**src/rtl/rll_pkg.sv**
```systemverilog
package rll_pkg;

    localparam int unsigned ENTRY_BYTES   = 8;
    localparam int unsigned REG_W         = 32;
    localparam int unsigned WORD_W        = 2 * REG_W;
    localparam int unsigned HDR_ADDR_OFS  = 8;
    localparam int unsigned HDR_FLAGS_OFS = 72;
    localparam int unsigned FLAG_AUTO_BIT = 0;
    localparam int unsigned FLAG_IRQ_BIT  = 1;

    typedef enum logic [3:0] {
        ST_IDLE    = 4'd0,
        ST_H0_REQ  = 4'd1,
        ST_H0_WAIT = 4'd2,
        ST_H1_REQ  = 4'd3,
        ST_H1_WAIT = 4'd4,
        ST_HF_REQ  = 4'd5,
        ST_HF_WAIT = 4'd6,
        ST_ARM     = 4'd7,
        ST_B_REQ   = 4'd8,
        ST_B_WAIT  = 4'd9,
        ST_DONE    = 4'd10
    } eng_state_e;

endpackage

```
**src/rtl/rll_shadow.sv**
```systemverilog
module rll_shadow #(
    parameter int unsigned AW = 32,
    parameter int unsigned BW = 16
) (
    input  logic          clk,
    input  logic          rst_n,
    input  logic          hdr_mode,
    input  logic          continuous,
    input  logic          commit,
    input  logic [AW-1:0] commit_addr,
    input  logic [BW-1:0] commit_bytes,
    input  logic          frame_end,
    input  logic          eng_idle,
    output logic          upd,
    output logic          launch,
    output logic [AW-1:0] run_addr,
    output logic [BW-1:0] run_bytes
);

    typedef struct packed {
        logic          upd;
        logic          have;
        logic [AW-1:0] pend_addr;
        logic [BW-1:0] pend_bytes;
        logic [AW-1:0] act_addr;
        logic [BW-1:0] act_bytes;
    } shadow_t;

    shadow_t sh_d, sh_q;
    logic    take_c, rerun_c;

    always_comb begin
        sh_d    = sh_q;
        take_c  = !hdr_mode && frame_end && eng_idle && sh_q.upd;
        rerun_c = !hdr_mode && frame_end && eng_idle && !sh_q.upd
                  && continuous && sh_q.have;
        if (take_c) begin
            sh_d.upd       = 1'b0;
            sh_d.have      = 1'b1;
            sh_d.act_addr  = sh_q.pend_addr;
            sh_d.act_bytes = sh_q.pend_bytes;
        end
        if (commit && !hdr_mode && !sh_q.upd) begin
            sh_d.upd        = 1'b1;
            sh_d.pend_addr  = commit_addr;
            sh_d.pend_bytes = commit_bytes;
        end
    end

    always_ff @(posedge clk) begin
        if (!rst_n) sh_q <= '0;
        else        sh_q <= sh_d;
    end

    assign upd       = sh_q.upd;
    assign launch    = take_c || rerun_c;
    assign run_addr  = take_c ? sh_q.pend_addr  : sh_q.act_addr;
    assign run_bytes = take_c ? sh_q.pend_bytes : sh_q.act_bytes;

endmodule

```
**src/rtl/rll_engine.sv**
```systemverilog
module rll_engine
    import rll_pkg::*;
#(
    parameter int unsigned AW          = 32,
    parameter int unsigned BW          = 16,
    parameter int unsigned MAX_ENTRIES = 256
) (
    input  logic              clk,
    input  logic              rst_n,
    input  logic              hdr_mode,
    input  logic              start,
    input  logic [AW-1:0]     hdr_addr,
    input  logic              launch,
    input  logic [AW-1:0]     run_addr,
    input  logic [BW-1:0]     run_bytes,
    input  logic              frame_start,
    input  logic              frame_end,
    output logic              mem_req,
    output logic [AW-1:0]     mem_addr,
    input  logic              mem_rvalid,
    input  logic [WORD_W-1:0] mem_rdata,
    output logic              rb_wr,
    output logic [REG_W-1:0]  rb_addr,
    output logic [REG_W-1:0]  rb_data,
    output logic              busy,
    output logic              idle,
    output logic              err,
    output logic              irq_done,
    output logic              irq_free
);

    localparam int unsigned MAX_BYTES = MAX_ENTRIES * ENTRY_BYTES;
    localparam int unsigned CW        = $clog2(MAX_ENTRIES + 1);
    localparam int unsigned SHIFT     = $clog2(ENTRY_BYTES);

    typedef struct packed {
        eng_state_e       st;
        logic [AW-1:0]    ptr;
        logic [CW-1:0]    left;
        logic             irq_en;
        logic [AW-1:0]    hdr_base;
        logic [REG_W-1:0] body_bytes;
        logic [AW-1:0]    body_addr;
        logic             rb_wr;
        logic [REG_W-1:0] rb_addr;
        logic [REG_W-1:0] rb_data;
        logic             done_irq;
        logic             err;
        logic             free_pend;
        logic             free_irq;
    } eng_t;

    eng_t eg_d, eg_q;

    function automatic logic list_ok(input logic [REG_W-1:0] nbytes,
                                     input logic [AW-1:0] addr);
        return (nbytes != '0) && (nbytes[SHIFT-1:0] == '0)
               && (nbytes <= REG_W'(MAX_BYTES)) && (addr[SHIFT-1:0] == '0);
    endfunction

    function automatic logic [CW-1:0] entries_of(input logic [REG_W-1:0] nbytes);
        return CW'(nbytes >> SHIFT);
    endfunction

    always_comb begin
        eg_d          = eg_q;
        eg_d.rb_wr    = 1'b0;
        eg_d.done_irq = 1'b0;
        eg_d.free_irq = 1'b0;
        if (frame_start && eg_q.free_pend) begin
            eg_d.free_irq  = 1'b1;
            eg_d.free_pend = 1'b0;
        end
        unique case (eg_q.st)
            ST_IDLE: begin
                if (launch) begin
                    if (list_ok(REG_W'(run_bytes), run_addr)) begin
                        eg_d.st     = ST_B_REQ;
                        eg_d.ptr    = run_addr;
                        eg_d.left   = entries_of(REG_W'(run_bytes));
                        eg_d.irq_en = 1'b1;
                    end else begin
                        eg_d.err = 1'b1;
                    end
                end else if (hdr_mode && start) begin
                    if (hdr_addr[SHIFT-1:0] == '0) begin
                        eg_d.st       = ST_H0_REQ;
                        eg_d.hdr_base = hdr_addr;
                        eg_d.ptr      = hdr_addr;
                    end else begin
                        eg_d.err = 1'b1;
                    end
                end
            end
            ST_H0_REQ: eg_d.st = ST_H0_WAIT;
            ST_H0_WAIT: begin
                if (mem_rvalid) begin
                    eg_d.body_bytes = mem_rdata[WORD_W-1:REG_W];
                    eg_d.ptr        = eg_q.hdr_base + AW'(HDR_ADDR_OFS);
                    eg_d.st         = ST_H1_REQ;
                end
            end
            ST_H1_REQ: eg_d.st = ST_H1_WAIT;
            ST_H1_WAIT: begin
                if (mem_rvalid) begin
                    eg_d.body_addr = mem_rdata[AW-1:0];
                    eg_d.ptr       = eg_q.hdr_base + AW'(HDR_FLAGS_OFS);
                    eg_d.st        = ST_HF_REQ;
                end
            end
            ST_HF_REQ: eg_d.st = ST_HF_WAIT;
            ST_HF_WAIT: begin
                if (mem_rvalid) begin
                    if (list_ok(eg_q.body_bytes, eg_q.body_addr)) begin
                        eg_d.ptr    = eg_q.body_addr;
                        eg_d.left   = entries_of(eg_q.body_bytes);
                        eg_d.irq_en = mem_rdata[FLAG_IRQ_BIT];
                        eg_d.st     = mem_rdata[FLAG_AUTO_BIT] ? ST_B_REQ : ST_ARM;
                    end else begin
                        eg_d.err = 1'b1;
                        eg_d.st  = ST_IDLE;
                    end
                end
            end
            ST_ARM: begin
                if (frame_end) eg_d.st = ST_B_REQ;
            end
            ST_B_REQ: eg_d.st = ST_B_WAIT;
            ST_B_WAIT: begin
                if (mem_rvalid) begin
                    eg_d.rb_wr   = 1'b1;
                    eg_d.rb_addr = mem_rdata[REG_W-1:0];
                    eg_d.rb_data = mem_rdata[WORD_W-1:REG_W];
                    eg_d.ptr     = eg_q.ptr + AW'(ENTRY_BYTES);
                    eg_d.left    = eg_q.left - CW'(1);
                    if (eg_q.left == CW'(1)) begin
                        eg_d.st       = ST_DONE;
                        eg_d.done_irq = eg_q.irq_en;
                    end else begin
                        eg_d.st = ST_B_REQ;
                    end
                end
            end
            ST_DONE: begin
                eg_d.st        = ST_IDLE;
                eg_d.free_pend = 1'b1;
            end
            default: eg_d.st = ST_IDLE;
        endcase
    end

    always_ff @(posedge clk) begin
        if (!rst_n) eg_q <= '0;
        else        eg_q <= eg_d;
    end

    assign mem_req  = (eg_q.st == ST_H0_REQ) || (eg_q.st == ST_H1_REQ)
                   || (eg_q.st == ST_HF_REQ) || (eg_q.st == ST_B_REQ);
    assign mem_addr = eg_q.ptr;
    assign rb_wr    = eg_q.rb_wr;
    assign rb_addr  = eg_q.rb_addr;
    assign rb_data  = eg_q.rb_data;
    assign idle     = (eg_q.st == ST_IDLE);
    assign busy     = !idle;
    assign err      = eg_q.err;
    assign irq_done = eg_q.done_irq;
    assign irq_free = eg_q.free_irq;

endmodule

```
**src/rtl/reglist_loader.sv**
```systemverilog
module reglist_loader
    import rll_pkg::*;
#(
    parameter int unsigned AW          = 32,
    parameter int unsigned BW          = 16,
    parameter int unsigned MAX_ENTRIES = 256
) (
    input  logic              clk,
    input  logic              rst_n,
    input  logic              cfg_hdr_mode,
    input  logic              cfg_continuous,
    input  logic [AW-1:0]     cfg_list_addr,
    input  logic [BW-1:0]     cfg_list_bytes,
    input  logic              cfg_commit,
    input  logic              cfg_start,
    input  logic              frame_start,
    input  logic              frame_end,
    output logic              mem_req,
    output logic [AW-1:0]     mem_addr,
    input  logic              mem_rvalid,
    input  logic [WORD_W-1:0] mem_rdata,
    output logic              rb_wr,
    output logic [REG_W-1:0]  rb_addr,
    output logic [REG_W-1:0]  rb_data,
    output logic              upd_pending,
    output logic              busy,
    output logic              err_sticky,
    output logic              irq_done,
    output logic              irq_free
);

    logic          eng_idle;
    logic          launch;
    logic [AW-1:0] run_addr;
    logic [BW-1:0] run_bytes;

    rll_shadow #(.AW(AW), .BW(BW)) u_shadow (
        .clk          (clk),
        .rst_n        (rst_n),
        .hdr_mode     (cfg_hdr_mode),
        .continuous   (cfg_continuous),
        .commit       (cfg_commit),
        .commit_addr  (cfg_list_addr),
        .commit_bytes (cfg_list_bytes),
        .frame_end    (frame_end),
        .eng_idle     (eng_idle),
        .upd          (upd_pending),
        .launch       (launch),
        .run_addr     (run_addr),
        .run_bytes    (run_bytes)
    );

    rll_engine #(.AW(AW), .BW(BW), .MAX_ENTRIES(MAX_ENTRIES)) u_engine (
        .clk         (clk),
        .rst_n       (rst_n),
        .hdr_mode    (cfg_hdr_mode),
        .start       (cfg_start),
        .hdr_addr    (cfg_list_addr),
        .launch      (launch),
        .run_addr    (run_addr),
        .run_bytes   (run_bytes),
        .frame_start (frame_start),
        .frame_end   (frame_end),
        .mem_req     (mem_req),
        .mem_addr    (mem_addr),
        .mem_rvalid  (mem_rvalid),
        .mem_rdata   (mem_rdata),
        .rb_wr       (rb_wr),
        .rb_addr     (rb_addr),
        .rb_data     (rb_data),
        .busy        (busy),
        .idle        (eng_idle),
        .err         (err_sticky),
        .irq_done    (irq_done),
        .irq_free    (irq_free)
    );

endmodule

```
**config.mk**
```make
export PLATFORM = sky130hd
export DESIGN_NAME = reglist_loader
export DESIGN_NICKNAME = d
export VERILOG_FILES = /design/src/rtl/rll_pkg.sv /design/src/rtl/rll_shadow.sv /design/src/rtl/rll_engine.sv /design/src/rtl/reglist_loader.sv
export SDC_FILE = /design/constraint.sdc
export NUM_CORES = 1
export LEC_CHECK = 0
export ABC_CLOCK_PERIOD_IN_PS = 4940
export CAP_MARGIN = 20
export CORE_MARGIN = 3
export CORE_UTILIZATION = 30
export DETAILED_ROUTE_END_ITERATION = 7
export PLACE_DENSITY = 0.59
export SLEW_MARGIN = 40
export SYNTH_ARGS = -nofsm -noshare
export SYNTH_HDL_FRONTEND = slang
export SYNTH_SLANG_ARGS = --single-unit
```
**constraint.sdc**
```tcl
create_clock -name clk -period 4.94 [get_ports clk]
set_clock_uncertainty 0.1 [all_clocks]
set_input_delay 0.988 -clock clk [delete_from_list [all_inputs] [get_ports clk]]
set_output_delay 0.988 -clock clk [all_outputs]
set_load 0.05 [all_outputs]
```
==> impl_results.md <==
* Via count at approximately 14000
* Fin crit share at 0.806
* Post-Synthesis Cells at ~2000
* Vias in the first global route at between 10000 and 15000
* Routed wire length at 52.6 mm
* Crit path largest cell delay at 0.90 ns
* Cts repair resizes at 0
* Tot Pwr at between 5 and 6 mW
* Warnings, synthesis at 0
* Commonest register cell after synthesis: dfxtp_1
* FF-to-FF setup slack at about 1.1 ns
* Synthesized flop and latch total at 309
* Starting Density at 0.306
* Status: finished clean
* CTS tree: done
* Syn_nets at roughly 2100
* Final ANT Viol Nets at 0
* Critical Path Source Type: register
* RSZ-0062 raised after global routing: no
* Initial antenna violation count at 1
* Top cell type's share of synthesized area at 0.409
* Clock Tree Root: clkbuf_16
* Clk_lat worst skew at approximately 0.53 ns
* Critical path buffers and inverters at 1
* DP Wirelength at approximately 38 mm
* Final setup violation count at 0
* Met2 Routed Length at 26.5 mm
* Routed WL per cell at between 15 and 20 µm
* Cell chain of the critical path: or3b_2 > o21ai_0 > clkdlybuf4s50_1
* Largest net degree at the start of global routing at around 170
* Pwr dens at about 320 mW/mm²
* Rel. slew slack at 0.464
* Hold wc startpoint: u_shadow.sh_q[13]
* CTS H-tree lvls at 2
* Top delay family on crit path: buffers and inverters
* Clk sinks at 309
* Met1 wire length at ~21 mm
* Postcts setup bufs at 0
* TritonCTS buffer count at 37
* Synthesized area at 0.0151 mm²
* First-pass DRT Iterations at 5
* Syn Area/Cell at between 7 and 8 µm²
* Worst path required time at 3.85 ns
* Met3 routed WL at ~2.5 mm
* I/O Buffers at between 200 and 250
* Slew Viols, Final at 0
* First-pass GRT wire length at 81.0 mm
* IO Pins at 224
* Max-Cap Viols at 0
* Peak fanout along the critical path at 15
* EDFF count, synth at 0
* Leading area contributor after synthesis: dfxtp_1
* Final Hold Fails at 0
* Row Count at 81
* Number of diodes at 0
* Sequential cell area fraction in the yosys report at 0.409
* Overflow after GRT at 0
* Crit Path Category: register to primary output
* Max Used Layer: met5
* Static power due to leakage at roughly 6.3 nW
* Core area at 0.0494 mm²
* Slowest cell on the critical path: clkdlybuf4s50_1
* Drc violations at 0
* Initial DRC Count at around 1100
* CP arrival at approximately 2.9 ns
* Tot GR Track Use at 0.192
* Max VDD drop at around 0.26 mV
* Die height at about 230 µm
* R2R Path End: u_engine.mem_addr[29]
* Setup TNS Final at 0 ns
* Layout cell share with drive strength beyond 1 at 0.0547
* Top post-synthesis cells by area: dfxtp_1 (41%), nand2_1 (13%), a21oi_1 (9.1%), buf_4 (4.8%), nor2_1 (3.4%)
* Vias per cell at between 5 and 6
* Worst min path class: register to register
* DIE WIDTH at between 200 and 250 µm
* Routability Congestion at 0.937
* FMAX at between 200 and 300 MHz
* Fin nets at 2187
* Async SR Flop Fraction at 0
* Hold Buf Count CTS at 0
* Crit Reg-Reg Startpoint: u_engine.eg_q[207]
* Die area at ~0.053 mm²
* Worst-Margin Slew at approximately 0.80 ns
* Yosys cell types at 73
* Worst Hold End: u_shadow.sh_q[13]
* CTS max path bufs at 3
* Final min period at approximately 4 ns
* Crit. End Element: primary output
* Number of cells on the worst hold path at 2
* R2R cell count at 11
* Worst-path clk slew at roughly 0.060 ns
* Area growth, synth to finish at 22.1%
-- through the flow --
stage          instance area [µm²]  hold WS (ns)  instances   util  setup WS (ns)
3_5_place_dp                 17300         0.348       2687  0.350          0.660
5_1_grt                      18400         0.373       2748  0.374          0.838
6_report                     18400         0.353       2748  0.374          0.959
4_1_cts                      18400         0.356       2748  0.374          0.981
2_1_floorplan                15100         0.331       2017      -          0.894
3_3_place_gp                 17200         0.341       2685  0.349          0.459
-- layer usage --
metal,up-vias,global-route usage
met4,2,0.0781
li1,6924,-
met2,366,0.342
met1,6812,0.228
met5,-,0
met3,100,0.0310
-- registers in the layout (all words and copies together), names as in the netlist --
signal / flops
u_engine.rb_wr: 1
u_engine.err: 1
u_engine.eg_q: 111
u_engine.rb_data: 32
u_shadow.sh_q: 97
u_engine.mem_addr: 32
u_shadow.upd: 1
u_engine.irq_free: 1
u_engine.irq_done: 1
u_engine.rb_addr: 32
-- kinds of logic (layout without fill, tap and decap cells) --
kind of cell | after synthesis | count (layout) | share of synthesized area
flops | 309 | 309 | 0.409
buf+inv | 266 | 333 | 0.0905
mux | 46 | 46 | 0.0306
xor+xnor | 55 | 55 | 0.0319
simple gates | 853 | 853 | 0.242
fa+ha+maj | 5 | 5 | 0.00397
compound gates | 483 | 483 | 0.192
-- worst max path at each step --
stage                       start               endpoint  cells past startpoint
6_report       u_engine.eg_q[209]                mem_req                      3
5_1_grt        u_engine.eg_q[207]  u_engine.mem_addr[15]                     11
4_1_cts        u_engine.eg_q[209]                mem_req                      3
3_5_place_dp       cfg_continuous  u_engine.mem_addr[18]                      8
3_3_place_gp       cfg_continuous  u_engine.mem_addr[15]                      8
2_1_floorplan  u_engine.eg_q[209]  u_engine.mem_addr[15]                     16
-- tightest hold or removal path, cell delays in order (launching register included) --
cell     delay (ns)
dfxtp_1        0.31
nand2_1        0.05
a21oi_1        0.05
-- cell type report --
type,instances,area [µm²]
timing repair buffer,256,2540
clock buffer,52,1030
clock inverter,9,136
fill,5206,30900
tap,664,831
sequential,309,6190
multi-input combinational,1442,7640
inverter,16,72.6
-- report_power, final --
part | internal (mW) | switching [mW]
Combinational | 0.262 | 0.413
Sequential | 2.55 | 0.0831
Clock | 1.61 | 1.05
Total | 4.43 | 1.55
-- cells in the mapped netlist, types with 16 or more instances --
cell	n
a21oi_1	275
xnor2_1	31
nor2_1	136
o21ai_0	50
nand3_1	41
dfxtp_1	309
a211oi_1	18
xor2_1	24
buf_4	97
nor3_1	29
mux2i_1	45
clkbuf_1	133
nor4_1	26
nand2_1	528
buf_1	16
-- cells in the final DEF (no fill, tap or decap), drive strengths merged, types with 5 or more instances in the layout --
master,n
nand2,528
dfxtp,309
a21oi,275
clkdlybuf4s50,223
nor2,136
o21ai,57
clkbuf,52
mux2i,45
nand3,41
buf,33
xnor2,31
nor3,29
nor4,27
xor2,24
a211oi,19
inv,16
nand2b,14
nand4,14
o211ai,14
a221oi,13
a22oi,11
o22ai,11
or4,10
and3,10
a31oi,10
or3,9
a311oi,9
nor2b,8
a222oi,7
a2111oi,6
o221ai,6
a21o,5
or2,5
o41ai,5
No activity file was read; power rests on OpenSTA's default activity.
